[config.mk]
export PLATFORM = sky130hd
export DESIGN_NAME = audio_sample_fifo
export DESIGN_NICKNAME = d
export VERILOG_FILES = /design/src/rtl/audio_fifo_pkg.sv /design/src/rtl/afifo_store.sv /design/src/rtl/afifo_mute.sv /design/src/rtl/afifo_flags.sv /design/src/rtl/audio_sample_fifo.sv
export SDC_FILE = /design/constraint.sdc
export NUM_CORES = 1
export LEC_CHECK = 0
export ABC_AREA = 1
export BUFFER_PORTS_ARGS = -buffer_cell sky130_fd_sc_hd__buf_4
export CORE_MARGIN = 4
export CORE_UTILIZATION = 45
export CTS_CLUSTER_DIAMETER = 200
export CTS_CLUSTER_SIZE = 40
export DETAILED_ROUTE_END_ITERATION = 16
export PLACE_DENSITY = 0.71
export SETUP_SLACK_MARGIN = 0.02
export SYNTH_ARGS = -nofsm -noshare
export SYNTH_HDL_FRONTEND = slang
export SYNTH_SLANG_ARGS = --single-unit
[constraint.sdc]
create_clock -name clk_i -period 3.8 [get_ports clk_i]
set_input_delay 0.76 -clock clk_i [delete_from_list [all_inputs] [get_ports clk_i]]
set_output_delay 0.76 -clock clk_i [all_outputs]
set_load 0.01 [all_outputs]
[src/rtl/audio_fifo_pkg.sv]
package audio_fifo_pkg;
  typedef enum logic [2:0] {
    LVL_EMPTY = 3'd0,
    LVL_Q1    = 3'd1,
    LVL_Q2    = 3'd2,
    LVL_Q3    = 3'd3,
    LVL_PART  = 3'd4,
    LVL_FULL  = 3'd5
  } lvl_e;

  function automatic lvl_e lvl_code(input int unsigned cnt, input int unsigned depth);
    int unsigned q;
    q = depth / 4;
    if (cnt == 0)            return LVL_EMPTY;
    else if (cnt >= depth)   return LVL_FULL;
    else if (cnt <= q)       return LVL_Q1;
    else if (cnt <= 2 * q)   return LVL_Q2;
    else if (cnt <= 3 * q)   return LVL_Q3;
    else                     return LVL_PART;
  endfunction

  function automatic int unsigned thr_words(input logic [2:0] code, input int unsigned depth);
    if (code >= 3'd4) return depth;
    return 32'(code) * (depth / 4);
  endfunction
endpackage

[src/rtl/afifo_store.sv]
module afifo_store #(
  parameter int unsigned DW    = 32,
  parameter int unsigned DEPTH = 8,
  localparam int unsigned AW   = $clog2(DEPTH),
  localparam int unsigned CW   = $clog2(DEPTH + 1)
) (
  input  logic          clk_i,
  input  logic          rst_ni,
  input  logic          flush_i,
  input  logic          push_i,
  input  logic          pop_i,
  input  logic [DW-1:0] din_i,
  output logic [DW-1:0] head_o,
  output logic [CW-1:0] count_o
);
  logic [DW-1:0] mem_q [DEPTH];
  logic [AW-1:0] wptr_q, rptr_q;
  logic [CW-1:0] cnt_q;

  function automatic logic [AW-1:0] nxt(input logic [AW-1:0] p);
    return (p == AW'(DEPTH - 1)) ? '0 : p + AW'(1);
  endfunction

  always_ff @(posedge clk_i) begin
    if (push_i && !flush_i) mem_q[wptr_q] <= din_i;
  end

  always_ff @(posedge clk_i or negedge rst_ni) begin
    if (!rst_ni) begin
      wptr_q <= '0;
      rptr_q <= '0;
      cnt_q  <= '0;
    end else if (flush_i) begin
      wptr_q <= '0;
      rptr_q <= '0;
      cnt_q  <= '0;
    end else begin
      if (push_i) wptr_q <= nxt(wptr_q);
      if (pop_i)  rptr_q <= nxt(rptr_q);
      case ({push_i, pop_i})
        2'b10:   cnt_q <= cnt_q + CW'(1);
        2'b01:   cnt_q <= cnt_q - CW'(1);
        default: cnt_q <= cnt_q;
      endcase
    end
  end

  assign head_o  = mem_q[rptr_q];
  assign count_o = cnt_q;
endmodule

[src/rtl/afifo_mute.sv]
module afifo_mute #(
  parameter int unsigned SW = 4
) (
  input  logic          clk_i,
  input  logic          rst_ni,
  input  logic          req_i,
  input  logic          empty_i,
  input  logic [SW-1:0] idx_i,
  output logic          serve_o,
  output logic          udr_evt_o
);
  logic          muting_q;
  logic [SW-1:0] miss_q;
  logic          hit;

  // while muting, only the recorded slot may take data
  assign hit       = !empty_i && (!muting_q || (idx_i == miss_q));
  assign serve_o   = req_i && hit;
  assign udr_evt_o = req_i && !muting_q && empty_i;

  always_ff @(posedge clk_i or negedge rst_ni) begin
    if (!rst_ni) begin
      muting_q <= 1'b0;
      miss_q   <= '0;
    end else if (udr_evt_o) begin
      muting_q <= 1'b1;
      miss_q   <= idx_i;
    end else if (serve_o) begin
      muting_q <= 1'b0;
    end
  end
endmodule

[src/rtl/afifo_flags.sv]
module afifo_flags #(
  parameter int unsigned N = 2
) (
  input  logic         clk_i,
  input  logic         rst_ni,
  input  logic [N-1:0] set_i,
  input  logic [N-1:0] clr_i,
  output logic [N-1:0] q_o
);
  for (genvar g = 0; g < N; g++) begin : g_flag
    always_ff @(posedge clk_i or negedge rst_ni) begin
      if (!rst_ni)       q_o[g] <= 1'b0;
      else if (clr_i[g]) q_o[g] <= 1'b0;
      else if (set_i[g]) q_o[g] <= 1'b1;
    end
  end
endmodule

[src/rtl/audio_sample_fifo.sv]
module audio_sample_fifo
  import audio_fifo_pkg::*;
#(
  parameter int unsigned DW    = 32,
  parameter int unsigned DEPTH = 8,   // multiple of 4
  parameter int unsigned SW    = 4
) (
  input  logic          clk_i,
  input  logic          rst_ni,
  input  logic          dir_rx_i,
  input  logic [2:0]    thresh_i,
  input  logic          flush_i,
  input  logic          wr_en_i,
  input  logic [DW-1:0] wr_data_i,
  input  logic          rd_en_i,
  output logic [DW-1:0] rd_data_o,
  input  logic          slot_req_i,
  input  logic [SW-1:0] slot_idx_i,
  input  logic [DW-1:0] slot_data_i,
  output logic [DW-1:0] slot_data_o,
  output logic [2:0]    level_o,
  output logic          req_o,
  output logic          ovr_o,
  output logic          udr_o,
  input  logic [1:0]    err_clr_i
);
  localparam int unsigned CW = $clog2(DEPTH + 1);

  logic [CW-1:0] count;
  logic [DW-1:0] head, din;
  logic          full, empty, push, pop, serve, udr_evt, ovr_evt, tx;
  logic [1:0]    flags;
  int unsigned   thr;

  assign tx    = !dir_rx_i;
  assign full  = (count == CW'(DEPTH));
  assign empty = (count == '0);

  assign push    = tx ? (wr_en_i && !full) : (slot_req_i && !full);
  assign pop     = tx ? serve : (rd_en_i && !empty);
  assign din     = tx ? wr_data_i : slot_data_i;
  assign ovr_evt = dir_rx_i && slot_req_i && full;

  afifo_store #(.DW(DW), .DEPTH(DEPTH)) u_store (
    .clk_i   (clk_i),
    .rst_ni  (rst_ni),
    .flush_i (flush_i),
    .push_i  (push),
    .pop_i   (pop),
    .din_i   (din),
    .head_o  (head),
    .count_o (count)
  );

  afifo_mute #(.SW(SW)) u_mute (
    .clk_i     (clk_i),
    .rst_ni    (rst_ni),
    .req_i     (slot_req_i && tx),
    .empty_i   (empty),
    .idx_i     (slot_idx_i),
    .serve_o   (serve),
    .udr_evt_o (udr_evt)
  );

  afifo_flags #(.N(2)) u_flags (
    .clk_i  (clk_i),
    .rst_ni (rst_ni),
    .set_i  ({udr_evt, ovr_evt}),
    .clr_i  (err_clr_i),
    .q_o    (flags)
  );

  assign ovr_o = flags[0];
  assign udr_o = flags[1];

  assign thr         = thr_words(thresh_i, DEPTH);
  assign level_o     = lvl_code(32'(count), DEPTH);
  assign req_o       = tx ? ((32'(count) <= thr) && !full)
                          : ((32'(count) >= thr) && !empty);
  assign slot_data_o = serve ? head : '0;
  assign rd_data_o   = (dir_rx_i && !empty) ? head : '0;
endmodule

# After elaboration in Yosys (flattened, before gate mapping)
# Memory sizes are Yosys's and may differ from the RTL's.
# Index checks and enable logic that the tools add are counted.
# classes
order_cmp,7
bitwise_logic,0
addsub,4
n_reduce_logical,27
n_mul,0
eq_ne,6
div_mod_pow,0
n_shift,0
n_mux,30
# op_table
op,n
2-to-1 mux 32 bit,4
2-to-1 mux 3 bit,11
>= comparator 4 x 32 -> 1 bit,1
less-or-equal comparator 4 x 32 -> 1 bit,1
logical AND 1 bit,14
2-to-1 mux 1 bit,12
nonzero test 2 bit,5
less-or-equal comparator 4 x 3 -> 1 bit (second input constant),2
2-to-1 mux 4 bit,2
case mux 4 bit (2 select lines),1
adder 3 x 1 -> 3 bit (second input constant),2
== test 3 bit (second input constant),2
zero test 1 bit,5
adder 4 x 1 -> 4 bit (second input constant),1
== test 4 bit,1
== test 4 bit (second input constant),1
>= comparator 4 bit (second input constant),1
less-or-equal comparator 4 x 2 -> 1 bit (second input constant),1
zero test 4 bit,1
subtractor 4 x 1 -> 4 bit (second input constant),1
>= comparator 3 bit (second input constant),1
nonzero test 3 bit,1
== test 2 x 1 -> 1 bit (second input constant),1
== test 2 bit (second input constant),1
logical OR 1 bit,1
# word_totals
wordCells,82
in_bits,80
out_inout_bits,70
romBits,0
memories,1
ramBits,256
latch_bits,0
ff_bits,17
# mem_list
memory,words,word_bits,rd,rd_ports_with_merged_regs,write_ports,line,source
u_store.mem_q,8,32,1,0,1,afifo_store.sv:16,logic [DW-1:0] mem_q [DEPTH];

# Depth between registers and ports, before layout
# Gate-level depths: netlist of the first run.
# depth
word_depth,8
ltp_mapped,19
ltp_nobuf,19

# Modules after synthesis
# From an unflattened synthesis of the first run, not the netlist that was laid out.
# unflattened
hier_cells,1219
area_unflattened_um2,12458.2
# modules_own_cells
mod,instances,cells_each,area_per_inst_um2
afifo_store,1,879,10655.2
audio_sample_fifo,1,289,1446.4
afifo_mute,1,45,291.5
afifo_flags,1,6,65.1

# Worst setup path before layout of the first run
# Ideal clock, no wire load.
# synth_path
kind,input -> register
from,in dir_rx_i
to,mem u_store.mem_q[0][0] (enable)
setup_slack_ns,0.442
path_stages,8
required_time_ns,3.379
arrival_ns,2.937
setup_ns,0.421
n_path_buf,1
cell_sequence,buf_2 > clkinv_2 > nand2_1 > nand2_1 > nand2_2 > nor2_1 > nand2_1 > nor2_1
# synth_between
elab_chain_cells,4
# synth_lines
element,line,source
from (decl),audio_sample_fifo.sv:10,"input logic dir_rx_i,"
2-to-1 mux 1 bit,audio_sample_fifo.sv:39,assign push = tx ? (wr_en_i && !full) : (slot_req_i && !full);
logical AND 1 bit,afifo_store.sv:25,if (push_i && !flush_i) mem_q[wptr_q] <= din_i;
2-to-1 mux 1 bit,afifo_store.sv:25,
2-to-1 mux 1 bit (not written as such),afifo_store.sv:25,
to (decl),afifo_store.sv:16,
# No other way between the ends.

# Worst setup path after layout of the first run
# layout_path
from,reg u_store.rptr_q[0]
to,out slot_data_o[15]
# layout_between
elab_chain_cells,2
# layout_lines
element,line,source
from (decl),afifo_store.sv:17,"logic [AW-1:0] wptr_q, rptr_q;"
from (signal assigned),afifo_store.sv:39,if (pop_i) rptr_q <= nxt(rptr_q);
memory read (8 x 32 bit),n/a,
2-to-1 mux 32 bit,audio_sample_fifo.sv:80,assign slot_data_o = serve ? head : '0;
to (decl),audio_sample_fifo.sv:20,"output logic [DW-1:0] slot_data_o,"
# No other way between the ends.

==> reports/metrics.csv, run 1 <==
stage;metric;value;unit
synth;Post-Syn Area per Cell;11.9;um2
clock_tree;cts repair resizes;0;
placement;global placer's final weighted congestion;0.807;
power_and_ir_drop;P_sw;2.08;mW
power_and_ir_drop;Max VDD drop;0.378;mV
global_routing;initial antenna violation count;0;
floorplan;Initial Util;46.0;%
critical_path;Worst EP arrival;2.77;ns
critical_path;worst r2r dst;u_store.count_o[2];
power_and_ir_drop;Switching Share;30.9;%
synth;mapped cell area;11600;um2
final_layout;share of cells above drive strength 1;19.5;%
detailed_routing;Post-DRT Antenna Nets;0;
floorplan;DIE AREA;28400;um2
placement;placed insts;1417;
power_and_ir_drop;Clock Power Share;20.3;%
clock_tree;hold_buf cts;0;
synth;Syn Nets;1061;
sta;fin crit share;92.8;%
sta;Rel. slew slack;56.6;%
global_routing;GRT overflow;0;
hold_path;hold crit path type;input port to async pin;
global_routing;first-pass GRT wire length;40300;um
final_layout;diode count;0;
synth;register bit total from synthesis;273;
detailed_routing;wire per inst;18.2;um
power_and_ir_drop;Seq pwr share;52.5;%
synth;Synth cell types;32;
floorplan;die boundary width;169;um
detailed_routing;final wirelength;26000;um
sta;Setup Skew;0.0292;ns
clock_tree;CTS H-tree lvls;1;
job;MaxCap Viol Count;0;
sta;Tmin final;3.53;ns
global_routing;maximum number of pins on one net before global-route repair;65;
detailed_routing;Vias/cell;5.44;
detailed_routing;# DRC;0;
detailed_routing;iteration-0 DRC count of the detailed router;649;
floorplan;core area;25300;um2
sta;hold slack;0.0935;ns
power_and_ir_drop;combinational share of power;27.2;%
floorplan;die height;169;um
floorplan;I/O pin count;150;
critical_path;r2r worst-path depth;17;
final_layout;fin area;13500;um2
synth;asr flop ratio synth;6.23;%
synth;top cell type's share of synthesized area;66.2;%
sta;Final Hold Violating Endpoints;0;
critical_path;CP max FO;54;
critical_path;critical setup path kind;flop to output pin;
final_layout;fin cells;1432;
final_layout;Synth-to-Final Area Change;16.2;%
sta;setup_tns;0;ns
critical_path;r2r startpoint;u_store.count_o[1];
synth;warnings from Yosys;0;
sta;worst-margin pin slew;0.652;ns
clock_tree;Reg clk slew, reported paths;0.15;ns
placement;I/O Buffers;149;
placement;DP Area;13200;um2
critical_path;critical path endpoint category;output pin;
clock_tree;post-CTS setup buffer count;0;
clock_tree;clock buffer depth;3;
synth;area leader, netlist;edfxtp_1;
sta;final worst setup slack;0.273;ns
clock_tree;CTS Sinks;273;
sta;max-slew violations;0;
synth;Mapped Cells;974;
global_routing;total track usage;17.8;%
sta;setup violators final;0;
status;status;finished, final reports clean;
clock_tree;cts bufs inserted;10;
synth;largest cells by area after synthesis;edfxtp_1 66%, nor2_1 6.7%, nand2_1 5.2%;
final_layout;Final Core Density;53.4;%
critical_path;Setup crit start kind;flop;
detailed_routing;Detailed Routing Iterations Pass 1;5;
placement;HPWL Detailed;16200;um
sta;Achievable Freq;0.284;GHz
power_and_ir_drop;power consumption;6.74;mW
power_and_ir_drop;Power Density;500;nW/um2
final_layout;Post-layout nets;1186;
synth;Post-synth EDFFs;256;
floorplan;Core Rows;58;
critical_path;reg-to-reg slack, setup;1.24;ns
clock_tree;clk_lat worst skew;0.50;ns
synth;Seq/Total Area, Yosys;69.9;%
global_routing;vias in the first global route;7404;
synth;Main synth FF type;edfxtp_1;
clock_tree;CTS root buf;clkbuf_16;
power_and_ir_drop;Pint;4.66;mW
clock_tree;TritonCTS clock tree;built;
critical_path;Req. time, crit path;3.04;ns
sta;RSZ-0062 raised after global routing;no;
power_and_ir_drop;P_leak;4.92;nW
placement;setup slack at placement;0.585;ns
detailed_routing;routed vias;7790;
==> layout make-up <==
class,count,area [um2]
Clock inverter,1,8.76
Multi-Input combinational cell,613,3190
Timing Repair Buffer,172,1370
Sequential cell,273,8120
Tap cell,330,413
Clock buffer,14,287
Fill cell,2134,11800
Inverter,29,111
==> power by group through the flow <==
stage                     clock (mW)  combinational [mW]  sequential [mW]
after CTS                       1.39                1.87             3.53
after global routing            1.50                2.04             3.55
after floorplan                    0                1.23             3.54
after detailed placement           0                1.87             3.60
after global placement             0                1.83             3.60
final                           1.37                1.83             3.54
==> layout by cell type (no fill, tap or decap), drive strengths merged, types with 2 or more instances in the layout <==
| cell | n |
|---|---|
| inv | 28 |
| nand3 | 11 |
| o221ai | 32 |
| clkbuf | 14 |
| dfrtp | 17 |
| clkinv | 2 |
| o32ai | 32 |
| a21oi | 7 |
| nand2 | 169 |
| mux2i | 32 |
| buf | 172 |
| ha | 7 |
| o21ai | 106 |
| edfxtp | 256 |
| nor2 | 211 |
==> state kept, by name (all words and copies together), names as in the netlist <==
name and cells:
u_flags.q_o 2, u_mute.miss_q 4, u_mute.muting_q 1, u_store.count_o 4
u_store.mem_q 256, u_store.rptr_q 3, u_store.wptr_q 3
==> kinds of logic after synthesis <==
group,count (synthesis),share of synthesized area (%)
compound gates,181,10.0
buf+inv,88,3.19
flops,273,69.9
simple gates,393,13.4
fa+ha+maj,7,0.754
mux,32,2.76
==> synthesized netlist by cell type, types with 6 or more instances <==
cell type / instances
o21ai_1: 29
buf_2: 13
inv_1: 24
ha_1: 7
nand3_1: 10
mux2i_1: 32
nand2_2: 6
nor2_1: 207
a21oi_1: 6
o21ai_0: 77
o32ai_1: 32
clkbuf_1: 39
edfxtp_1: 256
dfrtp_1: 17
nand2_1: 161
o221ai_1: 32
==> how the worst max path moves through the flow <==
| stage | slack [ns] | cells past startpoint | to | start |
|---|---|---|---|---|
| 5_1_grt | 0.06 | 6 | slot_data_o[11] | u_store.rptr_q[0] |
| 3_5_place_dp | 0.58 | 17 | u_store.count_o[2] | dir_rx_i |
| 6_report | 0.27 | 6 | slot_data_o[15] | u_store.rptr_q[0] |
| 2_1_floorplan | 0.44 | 8 | u_store.mem_q[0][0] | dir_rx_i |
| 4_1_cts | 0.25 | 6 | slot_data_o[11] | u_store.rptr_q[0] |
| 3_3_place_gp | 0.66 | 17 | u_store.count_o[2] | dir_rx_i |
==> critical path: stages (launching register included) <==
cell and delay, ns:
dfrtp_4 0.73, buf_4 0.62, nor2_1 0.13, o32ai_1 0.37, o21ai_1 0.15, nor2_1 0.10, buf_4 0.14
==> layer usage <==
| metal | GRT usage (%) | wire (um) |
|---|---|---|
| met1 | 24.6 | 11100 |
| met2 | 30.8 | 13100 |
| met3 | 1.73 | 1360 |
| met4 | 3.92 | 420 |
| met5 | 0 | 0 |
No activity file was read; power rests on OpenSTA's default activity.
==> inputs of run 2 (changes only) <==
--- a/config.mk
+++ b/config.mk
@@ -13,6 +13,7 @@
 export CTS_CLUSTER_SIZE = 40
 export DETAILED_ROUTE_END_ITERATION = 16
 export PLACE_DENSITY = 0.71
+export RECOVER_POWER = 100
 export SETUP_SLACK_MARGIN = 0.02
 export SYNTH_ARGS = -nofsm -noshare
 export SYNTH_HDL_FRONTEND = slang
==> run 2 against run 1 <==
Cell count unchanged. Hold slack improved by 0.29 ns. Die area unchanged. Core utilization decreased by 1.0 points. Critical path depth rose by 1. Sequential power about the same. First-iteration DRC count is 11% higher. Sequential share of layout area rose by 1.2 points.
==> reports/metrics.csv, run 2 (synthesis results as in run 1) <==
stage;metric;value;unit;change
sta;setup_tns;0;ns;unchanged
final_layout;Synth-to-Final Area Change;14.0;%;was 16.2%
sta;worst-margin pin slew;1.24;ns;was 0.652 ns
final_layout;most common cell after layout, fill and taps aside;edfxtp_1;;unchanged
clock_tree;Reg clk slew, reported paths;0.14;ns;was 0.15 ns
placement;HPWL Detailed;16200;um;unchanged
power_and_ir_drop;Power Density;502;nW/um2;was 500 nW/um2
clock_tree;post-CTS setup buffer count;0;;unchanged
critical_path;r2r startpoint;u_store.count_o[2];;was u_store.count_o[1]
detailed_routing;Detailed Routing Iterations Pass 1;7;;was 5
detailed_routing;wire per inst;18.2;um;about the same
placement;setup slack at placement;0.585;ns;unchanged
sta;Final Hold Violating Endpoints;0;;unchanged
critical_path;reg-to-reg slack, setup;0.66;ns;was 1.24 ns
sta;Tmin final;3.57;ns;was 3.53 ns
global_routing;initial antenna violation count;0;;unchanged
global_routing;total track usage;17.8;%;unchanged
clock_tree;cts repair resizes;0;;unchanged
global_routing;first-pass GRT wire length;40300;um;unchanged
final_layout;share of cells above drive strength 1;14.2;%;was 19.5%
floorplan;I/O pin count;150;;unchanged
clock_tree;CTS H-tree lvls;1;;unchanged
floorplan;DIE AREA;28400;um2;unchanged
critical_path;CP max FO;32;;was 54
clock_tree;TritonCTS clock tree;built;;unchanged
sta;Rel. slew slack;17.1;%;was 56.6%
placement;global placer's final weighted congestion;0.807;;unchanged
critical_path;Setup crit start kind;input port;;was flop
final_layout;fin cells;1432;;unchanged
placement;I/O Buffers;149;;unchanged
global_routing;maximum number of pins on one net before global-route repair;65;;unchanged
status;status;finished, final reports clean;;unchanged
detailed_routing;# DRC;0;;unchanged
detailed_routing;Vias/cell;5.42;;was 5.44
clock_tree;CTS root buf;clkbuf_16;;unchanged
critical_path;r2r worst-path depth;9;;was 17
final_layout;Post-layout nets;1186;;unchanged
sta;RSZ-0062 raised after global routing;no;;unchanged
detailed_routing;final wirelength;26100;um;was 26,000 um
critical_path;Worst EP arrival;2.81;ns;was 2.77 ns
final_layout;diode count;0;;unchanged
detailed_routing;iteration-0 DRC count of the detailed router;718;;was 649
critical_path;critical path endpoint category;output pin;;unchanged
final_layout;number of flip-flops in the largest register;256;;unchanged
floorplan;Initial Util;46.0;%;unchanged
clock_tree;clock buffer depth;3;;unchanged
sta;final worst setup slack;0.226;ns;was 0.273 ns
sta;Setup Skew;0.0292;ns;about the same
global_routing;vias in the first global route;7404;;unchanged
sta;setup violators final;0;;unchanged
sta;max-slew violations;0;;unchanged
final_layout;most frequent cells in the layout;256 x edfxtp_1, 204 x nor2_1, 165 x nand2_1;;was 256 x edfxtp_1, 199 x nor2_1, 166 x buf_4
power_and_ir_drop;Max VDD drop;0.366;mV;was 0.378 mV
power_and_ir_drop;P_leak;4.70;nW;was 4.92 nW
clock_tree;clk_lat worst skew;0.50;ns;about the same
floorplan;Core Rows;58;;unchanged
global_routing;GRT overflow;0;;unchanged
critical_path;worst r2r dst;u_store.mem_q[6][24];;was u_store.count_o[2]
sta;Achievable Freq;0.280;GHz;was 0.284 GHz
clock_tree;hold_buf cts;0;;unchanged
final_layout;Largest Register;u_store.mem_q;;unchanged
floorplan;core area;25300;um2;unchanged
critical_path;critical setup path kind;input port to output pin;;was flop to output pin
hold_path;hold crit path type;input port to async pin;;unchanged
detailed_routing;routed vias;7767;;was 7,790
floorplan;die boundary width;169;um;unchanged
sta;fin crit share;94.0;%;was 92.8%
placement;placed insts;1417;;unchanged
final_layout;filler cell count in the final layout;2162;;was 2,134
job;MaxCap Viol Count;0;;unchanged
critical_path;Req. time, crit path;3.04;ns;about the same
clock_tree;CTS Sinks;273;;unchanged
detailed_routing;Post-DRT Antenna Nets;0;;unchanged
clock_tree;cts bufs inserted;10;;unchanged
floorplan;die height;169;um;unchanged
==> run 2: cell count changes in the layout (fill, tap and decap cells not counted), moves of 2 or more <==
cell      delta
clkbuf_1    +48
clkbuf_4     +2
nand2_2      -4
o21ai_0      +5
nor2_4       -6
clkinv_2     -2
nand2_1      +4
nor2_1       +5
o21ai_1      -5
clkbuf_2     +6
buf_4       -55
==> run 2: metrics by stage <==
stage               instance area, um2  total power [mW]  hold slack [ns]  util (%)
finish                           13200              6.64            0.384      52.4
CTS                              13500              6.79           0.0973      53.4
global route                     13200              6.99            0.375      52.4
global placement                 13200              5.42            0.484      52.3
detailed placement               13200              5.47            0.498      52.3
floorplan                        11600              4.77            0.464         -
==> run 2: where the power goes <==
group	switching [mW]	internal [mW]	leakage [nW]
Sequential	0.115	3.42	2.54
Clock	0.821	0.543	0.144
Combinational	1.13	0.609	2.02
Total	2.06	4.57	4.70
==> run 2: routing by layer <==
metal  GRT usage [%]  up-vias  part of all wire [%]
li1                -     3723                     -
met1            24.6     3811                    43
met2            30.8      206                    50
met3            1.73       27                   4.7
met4            3.92        0                   1.6
met5               0        -                     0
==> run 2: cell type report <==
type                            count  area (um2)  area share [%]
Timing Repair Buffer              172        1160            8.76
Multi-Input combinational cell    613        3130            23.7
Clock buffer                       14         287            2.17
Sequential cell                   273        8120            61.4
Clock inverter                      1        8.76          0.0662
Tap cell                          330         413            3.12
Inverter                           29         110           0.832
==> run 2: worst max-delay path by stage <==
stage	startpoint	to	slack, ns	depth (start not counted)
floorplan	dir_rx_i	u_store.mem_q[0][0]	0.44	8
global placement	dir_rx_i	u_store.count_o[2]	0.66	17
detailed placement	dir_rx_i	u_store.count_o[2]	0.58	17
CTS	u_store.rptr_q[0]	slot_data_o[11]	0.25	6
global route	dir_rx_i	rd_data_o[25]	0.03	7
finish	dir_rx_i	rd_data_o[29]	0.23	7
==> run 2: worst max-delay path, cell delays in order <==
cell        delay, ns
buf_4            0.23
clkinvlp_2       0.61
nor2_1           0.43
inv_1            0.07
clkbuf_4         0.34
nor2_1           0.19
clkbuf_1         0.18
